===== config.mk =====
export PLATFORM = sky130hd
export DESIGN_NAME = packet_page_alloc
export DESIGN_NICKNAME = d
export VERILOG_FILES = /design/src/rtl/page_alloc_pkg.sv /design/src/rtl/page_queue.sv /design/src/rtl/page_alloc_ctrl.sv /design/src/rtl/page_alloc_dp.sv /design/src/rtl/packet_page_alloc.sv
export SDC_FILE = /design/constraint.sdc
export NUM_CORES = 1
export LEC_CHECK = 0
export BUFFER_PORTS_ARGS = -buffer_cell sky130_fd_sc_hd__buf_4
export CORE_MARGIN = 1.5
export CORE_UTILIZATION = 24
export DETAILED_ROUTE_END_ITERATION = 10
export PLACE_DENSITY_LB_ADDON = 0.15
export SKIP_CTS_REPAIR_TIMING = 1
export SLEW_MARGIN = 20
export SYNTH_ARGS = -nofsm -noshare
export SYNTH_HDL_FRONTEND = slang
export SYNTH_SLANG_ARGS = --single-unit

===== constraint.sdc =====
create_clock -name clk -period 5.44 [get_ports clk]
set_input_delay 0.816 -clock clk [delete_from_list [all_inputs] [get_ports clk]]
set_output_delay 0.816 -clock clk [all_outputs]
set_load 0.01 [all_outputs]

===== src/rtl/page_alloc_pkg.sv =====
package page_alloc_pkg;

  typedef enum logic [2:0] {
    CMD_NOP       = 3'd0,
    CMD_ALLOC_TX  = 3'd1,
    CMD_MMU_RESET = 3'd2,
    CMD_RX_DROP   = 3'd3,
    CMD_RX_FREE   = 3'd4,
    CMD_FREE_PAGE = 3'd5,
    CMD_TX_PUSH   = 3'd6,
    CMD_TX_FLUSH  = 3'd7
  } mmuCmd_e;

  localparam int RES_W = 8;
  localparam logic [RES_W-1:0] FAIL_CODE = 8'h80;

  // One-cycle operation strobes from control to datapath
  typedef struct packed {
    logic allocTx;
    logic mmuReset;
    logic rxPop;
    logic rxPopFree;
    logic freePage;
    logic txPush;
    logic txFlush;
    logic txDrain;
    logic rxTake;
    logic doneAck;
  } strobes_t;

endpackage


===== src/rtl/page_queue.sv =====
module page_queue #(
  parameter int DEPTH = 4,
  parameter int WIDTH = 2
) (
  input  logic                           clk,
  input  logic                           rstN,
  input  logic                           clear,
  input  logic                           push,
  input  logic                           pop,
  input  logic [WIDTH-1:0]               pushData,
  output logic [WIDTH-1:0]               head,
  output logic [$clog2(DEPTH+1)-1:0]     count
);
  localparam int CNT_W = $clog2(DEPTH+1);

  logic [WIDTH-1:0] slots [DEPTH];
  logic             doPop, doPush;
  logic [CNT_W-1:0] wrIdx;

  // a pop always frees a slot, so a full queue may push alongside a pop
  assign doPop  = pop && (count != '0);
  assign doPush = push && ((count != CNT_W'(DEPTH)) || doPop);
  assign wrIdx  = doPop ? count - CNT_W'(1) : count;
  assign head   = slots[0];

  always_ff @(posedge clk) begin
    if (!rstN || clear) begin
      count <= '0;
    end else begin
      count <= count + CNT_W'(doPush) - CNT_W'(doPop);
    end
  end

  always_ff @(posedge clk) begin
    for (int i = 0; i < DEPTH; i++) begin
      if (doPush && wrIdx == CNT_W'(i)) begin
        slots[i] <= pushData;
      end else if (doPop && i < DEPTH-1) begin
        slots[i] <= slots[(i+1) % DEPTH];
      end
    end
  end

endmodule


===== src/rtl/page_alloc_ctrl.sv =====
module page_alloc_ctrl
  import page_alloc_pkg::*;
(
  input  logic       cmdValid,
  input  logic [2:0] cmdCode,
  input  logic       doneAck,
  input  logic       txEnable,
  input  logic       rxEnable,
  input  logic       rxReq,
  input  logic       poolFull,
  input  logic       rxQFull,
  input  logic       txQEmpty,
  output strobes_t   st,
  output logic       rxReady
);
  logic drainNow, rxRoom;

  // priority: host command, then transmit send, then receive
  assign drainNow = txEnable && !txQEmpty && !cmdValid;
  assign rxRoom   = !rxEnable || (!poolFull && !rxQFull);
  assign rxReady  = !cmdValid && !drainNow && rxRoom;

  always_comb begin
    st = '0;
    if (cmdValid) begin
      case (mmuCmd_e'(cmdCode))
        CMD_ALLOC_TX:  st.allocTx   = 1'b1;
        CMD_MMU_RESET: st.mmuReset  = 1'b1;
        CMD_RX_DROP:   st.rxPop     = 1'b1;
        CMD_RX_FREE:   st.rxPopFree = 1'b1;
        CMD_FREE_PAGE: st.freePage  = 1'b1;
        CMD_TX_PUSH:   st.txPush    = 1'b1;
        CMD_TX_FLUSH:  st.txFlush   = 1'b1;
        default:       ;
      endcase
    end
    st.txDrain = drainNow;
    st.rxTake  = rxReq && rxReady && rxEnable;
    st.doneAck = doneAck;
  end

endmodule


===== src/rtl/page_alloc_dp.sv =====
module page_alloc_dp
  import page_alloc_pkg::*;
#(
  parameter int NUM_PAGES   = 4,
  parameter int QUEUE_DEPTH = 4
) (
  input  logic                             clk,
  input  logic                             rstN,
  input  strobes_t                         st,
  input  logic [$clog2(NUM_PAGES)-1:0]     pktNum,
  input  logic                             autoRelease,
  output logic                             poolFull,
  output logic                             rxQFull,
  output logic                             txQEmpty,
  output logic                             rxGrantValid,
  output logic [$clog2(NUM_PAGES)-1:0]     rxGrantPage,
  output logic                             txSendValid,
  output logic [$clog2(NUM_PAGES)-1:0]     txSendPage,
  output logic [RES_W-1:0]                 allocResult,
  output logic                             allocDone,
  output logic                             rxPending,
  output logic [RES_W-1:0]                 rxHeadCode,
  output logic [RES_W-1:0]                 doneHeadCode,
  output logic [$clog2(NUM_PAGES+1)-1:0]   usedCount
);
  localparam int PAGE_W = $clog2(NUM_PAGES);
  localparam int CNT_W  = $clog2(NUM_PAGES+1);
  localparam int QCNT_W = $clog2(QUEUE_DEPTH+1);

  logic [NUM_PAGES-1:0] usedMask, maskNext, maskAfterRel;
  logic [RES_W-1:0]     resNext;
  logic                 doneNext;
  logic                 relEn;
  logic [PAGE_W-1:0]    relPage;
  logic [PAGE_W:0]      freeNow, freeAfter;
  logic [PAGE_W-1:0]    rxHead, txHead, doneHead;
  logic [QCNT_W-1:0]    rxCnt, txCnt, doneCnt;

  // bit PAGE_W set means no free page
  function automatic logic [PAGE_W:0] firstFree(input logic [NUM_PAGES-1:0] m);
    firstFree = {1'b1, {PAGE_W{1'b0}}};
    for (int i = NUM_PAGES-1; i >= 0; i--) begin
      if (!m[i]) firstFree = {1'b0, PAGE_W'(i)};
    end
  endfunction

  // at most one free source per cycle, thanks to control priority
  always_comb begin
    relEn   = 1'b0;
    relPage = '0;
    if (st.rxPopFree && rxCnt != '0) begin
      relEn   = 1'b1;
      relPage = rxHead;
    end else if (st.freePage) begin
      relEn   = 1'b1;
      relPage = pktNum;
    end else if (st.txDrain && autoRelease) begin
      relEn   = 1'b1;
      relPage = txHead;
    end
  end

  assign maskAfterRel = usedMask & ~(NUM_PAGES'(relEn) << relPage);
  assign freeNow      = firstFree(usedMask);
  assign freeAfter    = firstFree(maskAfterRel);

  always_comb begin
    maskNext = usedMask;
    resNext  = allocResult;
    doneNext = allocDone;
    if (st.mmuReset) begin
      maskNext = '0;
      resNext  = '0;
      doneNext = 1'b0;
    end else if (st.allocTx) begin
      if (!freeNow[PAGE_W]) begin
        maskNext = usedMask | (NUM_PAGES'(1) << freeNow[PAGE_W-1:0]);
        resNext  = RES_W'(freeNow[PAGE_W-1:0]);
        doneNext = 1'b1;
      end else begin
        resNext  = FAIL_CODE;
        doneNext = 1'b0;
      end
    end else if (st.rxTake) begin
      if (!freeNow[PAGE_W]) begin
        maskNext = usedMask | (NUM_PAGES'(1) << freeNow[PAGE_W-1:0]);
      end
    end else if (relEn) begin
      maskNext = maskAfterRel;
      // a failed transmit allocation is retried on every free
      if (allocResult == FAIL_CODE && !freeAfter[PAGE_W]) begin
        maskNext = maskAfterRel | (NUM_PAGES'(1) << freeAfter[PAGE_W-1:0]);
        resNext  = RES_W'(freeAfter[PAGE_W-1:0]);
        doneNext = 1'b1;
      end
    end
  end

  always_ff @(posedge clk) begin
    if (!rstN) begin
      usedMask     <= '0;
      allocResult  <= '0;
      allocDone    <= 1'b0;
      rxGrantValid <= 1'b0;
      rxGrantPage  <= '0;
      txSendValid  <= 1'b0;
      txSendPage   <= '0;
    end else begin
      usedMask     <= maskNext;
      allocResult  <= resNext;
      allocDone    <= doneNext;
      rxGrantValid <= st.rxTake;
      rxGrantPage  <= freeNow[PAGE_W-1:0];
      txSendValid  <= st.txDrain;
      txSendPage   <= txHead;
    end
  end

  page_queue #(.DEPTH(QUEUE_DEPTH), .WIDTH(PAGE_W)) rxQueue (
    .clk(clk), .rstN(rstN), .clear(st.mmuReset),
    .push(st.rxTake), .pop(st.rxPop || st.rxPopFree),
    .pushData(freeNow[PAGE_W-1:0]), .head(rxHead), .count(rxCnt)
  );

  page_queue #(.DEPTH(QUEUE_DEPTH), .WIDTH(PAGE_W)) txQueue (
    .clk(clk), .rstN(rstN), .clear(st.mmuReset || st.txFlush),
    .push(st.txPush), .pop(st.txDrain),
    .pushData(pktNum), .head(txHead), .count(txCnt)
  );

  page_queue #(.DEPTH(QUEUE_DEPTH), .WIDTH(PAGE_W)) doneQueue (
    .clk(clk), .rstN(rstN), .clear(st.mmuReset || st.txFlush),
    .push(st.txDrain && !autoRelease), .pop(st.doneAck),
    .pushData(txHead), .head(doneHead), .count(doneCnt)
  );

  always_comb begin
    usedCount = '0;
    for (int i = 0; i < NUM_PAGES; i++) usedCount += CNT_W'(usedMask[i]);
  end

  assign poolFull     = &usedMask;
  assign rxQFull      = (rxCnt == QCNT_W'(QUEUE_DEPTH));
  assign txQEmpty     = (txCnt == '0);
  assign rxPending    = (rxCnt != '0);
  assign rxHeadCode   = (rxCnt == '0)   ? FAIL_CODE : RES_W'(rxHead);
  assign doneHeadCode = (doneCnt == '0) ? FAIL_CODE : RES_W'(doneHead);

endmodule


===== src/rtl/packet_page_alloc.sv =====
module packet_page_alloc
  import page_alloc_pkg::*;
#(
  parameter int NUM_PAGES   = 4,
  parameter int QUEUE_DEPTH = 4
) (
  input  logic                           clk,
  input  logic                           rstN,
  input  logic                           cmdValid,
  input  logic [2:0]                     cmdCode,
  input  logic [$clog2(NUM_PAGES)-1:0]   pktNum,
  input  logic                           txEnable,
  input  logic                           autoRelease,
  input  logic                           rxEnable,
  input  logic                           rxReq,
  input  logic                           doneAck,
  output logic                           rxReady,
  output logic                           rxGrantValid,
  output logic [$clog2(NUM_PAGES)-1:0]   rxGrantPage,
  output logic                           txSendValid,
  output logic [$clog2(NUM_PAGES)-1:0]   txSendPage,
  output logic [7:0]                     allocResult,
  output logic                           allocDone,
  output logic                           rxPending,
  output logic [7:0]                     rxHeadCode,
  output logic [7:0]                     doneHeadCode,
  output logic [$clog2(NUM_PAGES+1)-1:0] usedCount
);
  strobes_t st;
  logic     poolFull, rxQFull, txQEmpty;

  page_alloc_ctrl ctrl (
    .cmdValid(cmdValid), .cmdCode(cmdCode), .doneAck(doneAck),
    .txEnable(txEnable), .rxEnable(rxEnable), .rxReq(rxReq),
    .poolFull(poolFull), .rxQFull(rxQFull), .txQEmpty(txQEmpty),
    .st(st), .rxReady(rxReady)
  );

  page_alloc_dp #(.NUM_PAGES(NUM_PAGES), .QUEUE_DEPTH(QUEUE_DEPTH)) dp (
    .clk(clk), .rstN(rstN), .st(st), .pktNum(pktNum),
    .autoRelease(autoRelease), .poolFull(poolFull), .rxQFull(rxQFull),
    .txQEmpty(txQEmpty), .rxGrantValid(rxGrantValid),
    .rxGrantPage(rxGrantPage), .txSendValid(txSendValid),
    .txSendPage(txSendPage), .allocResult(allocResult),
    .allocDone(allocDone), .rxPending(rxPending), .rxHeadCode(rxHeadCode),
    .doneHeadCode(doneHeadCode), .usedCount(usedCount)
  );

endmodule


==> flow_summary_export.csv <==
group,metric,value,unit
place,gp_congestion,0.747,
route,viasPerCell,4.62,
worst_setup_path,cpPeakStageDelay,0.50,ns
place,port_buffers,33,
clocking,path_clk_slew,0.06,ns
clocking,cts_tree,"built",
global_routing,grt.total_usage,0.113,
sta,tns,0,ns
status,outcome,"complete, no violations",
clocking,numCtsBuffers,5,
sta,tightestPinTransition,0.902,ns
worst_setup_path,crit_chain,"inv_1 > ha_1 > a32o_1 > a2111oi_4 > inv_1 > ha_1 > inv_1 > ha_1 > inv_1 > fa_1 > xnor2_1 > xnor2_1 > nor2_1",
worst_setup_path,cp.arrival,3.15,ns
route,first_pass_iters,4,
finish,drive_above_1_share,0.171,
run,drv_cap,0,
route,num_vias,2102,
finish,synthToLayoutAreaGrowth,17.4,%
synth,synth_cells,281,
worst_setup_path,crit_type,"register to register",
sta,max_freq,0.332,GHz
route,wire_per_inst,14.1,um
worst_setup_path,crit_required,5.58,ns
sta,setup_viol,0,
synth,syn_area,2750,sq um
sta,finalCritPeriodShare,0.554,
synth,synth_top_area_frac,0.262,
floorplan,initial_core_util,0.249,
route,drt_iter0_markers,87,
sta,relSlewSlack,0.393,
sta,rsz0062_at_grt,"false",
synth,avgSynthCellArea,9.79,sq um
worst_hold_path,min_path_type,"register to register",
worst_setup_path,path_buf_inv,4,
worst_setup_path,crit_slowest_cell,"a2111oi_4",
floorplan,core_area,11000,sq um
clocking,cts_buffer_depth,2,
synth,synth_seq_cells,47,
synth,synth_cell_types,54,
synth,yosysTopAreaCell,"edfxtp_1",
floorplan,dieArea,12100,sq um
clocking,cts.sinks,47,
floorplan,die_w,110,um
synth,yosysWarnings,0,
clocking,cts_max_level,2,
power_and_ir_drop,p_per_area,373,nW/um^2
clocking,clk_latency,0.29,ns
global_routing,grt_first_pass_wirelength,10200,um
synth,synth_edf_count,24,
route,drc,0,
route,final_antenna_net_count,0,
place,dp_hpwl,4900,um
power_and_ir_drop,p_total,1.21,mW
synth,synthTopCellsByArea,"edfxtp_1 26%, dfxtp_1 17%, ha_1 5.9%, buf_4 4.1%, nand2_1 4.0%",
global_routing,antenna_found_initial,0,
worst_setup_path,critPathTopFamily,"adder cells",
sta,fin_worst_skew,0.00471,ns
global_routing,use_met3,0.0247,
sta,hold_viol_final,0,
place,numPlacedInstances,447,
worst_setup_path,critPathLaunchType,"register",
worst_setup_path,path_max_fanout,6,
synth,synthArstFlopShare,0,
synth,ys_seq_area_frac,0.429,
finish,nets,344,
floorplan,num_io_pins,49,
finish,fin_cells,455,
global_routing,met1_usage,0.153,
global_routing,busiest_layer,"met2",
floorplan,die_h,110,um
synth,ys.flop_type,"edfxtp_1",
finish,antenna_cells,0,
route,finalWirelength,6400,um
global_routing,grt-ovfl-total,0,
global_routing,grt_max_degree,15,
sta,finalMaxSlewViolations,0,
global_routing,first_global_vias,1969,
floorplan,rows,38,
synth,synth_common_cells,"29 x nand2_1, 24 x edfxtp_1, 23 x dfxtp_1",
power_and_ir_drop,peakVddDrop,0.230,mV
synth,synth.most_common_cell,"nand2_1",
power_and_ir_drop,leakage,1.34,nW
worst_setup_path,cp-end-kind,"register",
worst_setup_path,path_common_cell,"inv_1",
global_routing,use_met2,0.173,
clocking,clockRootBuffer,"clkbuf_16",
sta,period_needed,3.01,ns
-- through the flow --
stage	utilization	hold slack (ns)	cell area (sq um)	setup WS, ns
after floorplan	-	0.488	2800	2.61
after global placement	0.279	0.476	3080	2.45
after detailed placement	0.279	0.476	3080	2.42
after CTS	0.293	0.487	3230	2.40
after global routing	0.293	0.521	3230	2.18
final	0.293	0.486	3230	2.43
-- final timing paths --
path | cells after the start | slack [ns] | from | end
max | 13 | 2.43 | dp.rxQueue.count[1] | dp.rxQueue.count[2]
min | 2 | 0.49 | dp.allocResult[7] | dp.allocResult[7]
max reg2reg | 13 | 2.43 | dp.rxQueue.count[1] | dp.rxQueue.count[2]
min reg2reg | 2 | 0.49 | dp.allocResult[7] | dp.allocResult[7]
-- placed cells by master (no fill, tap or decap), types with 2 or more instances in the layout --
cell type,n
buf_4,33
nand2_1,29
edfxtp_1,24
dfxtp_1,23
nor2_1,22
inv_1,20
conb_1,15
ha_1,13
and2_1,12
a21oi_1,9
nor3_1,7
mux2_2,7
o21ai_0,7
a21o_1,7
o31ai_1,6
a31oi_1,6
nand2b_1,5
nand3_1,5
clkbuf_16,5
nor2b_1,4
xnor2_1,4
fa_1,4
a211oi_1,3
nor3b_1,3
and3b_1,3
o41ai_1,3
o32ai_1,3
xor2_1,3
or2b_1,2
o211a_1,2
a32o_1,2
-- cells by family after synthesis --
family,after synthesis,share of synthesized area
other,1,0.00136
buffers and inverters,42,0.0823
and+or+nand+nor,102,0.189
xor gates and xnor gates,7,0.0223
adders and majority gates,17,0.0882
AOI/OAI and AO/OA,57,0.155
muxes,8,0.0323
DFF,47,0.429
-- worst reg2reg max path: stages, from the launching register on --
cell       delay, ns
dfxtp_1         0.42
inv_1           0.13
ha_1            0.24
a32o_1          0.26
a2111oi_4       0.50
inv_1           0.09
ha_1            0.28
inv_1           0.05
ha_1            0.13
inv_1           0.04
fa_1            0.37
xnor2_1         0.17
xnor2_1         0.14
nor2_1          0.05
-- state kept, by name, indices dropped and copies added, names as in the netlist, 2 cells and up --
signal and flops:
dp.txSendPage 2, dp.usedMask 4, dp.rxQueue.count 3, dp.txQueue.count 3, dp.txQueue.slots 8, dp.rxGrantPage 2
dp.allocResult 3, dp.doneQueue.slots 8, dp.rxQueue.slots 8, dp.doneQueue.count 3
-- routing by layer --
layer	routed length [um]	share of wire
met3	331	0.052
met1	3110	0.49
met4	151	0.024
met2	2800	0.44
met5	0	0
-- where the power goes --
group          leakage, nW  switching, mW  total (mW)  internal (mW)
clock               0.0741          0.136       0.320          0.184
combinational        0.863          0.224       0.402          0.178
sequential           0.407         0.0499       0.484          0.434
total                 1.34          0.410        1.21          0.797
-- area by class of cell --
class                   count  area (sq um)
clock inverters             1          8.76
flip-flops and latches     47          1180
inverters                  21          78.8
well taps                 140           175
clock buffers               7           143
fillers                  1172          7800
repair buffers             33           248
multi-input cells         206          1400
Power figures use the tool's default switching activity.
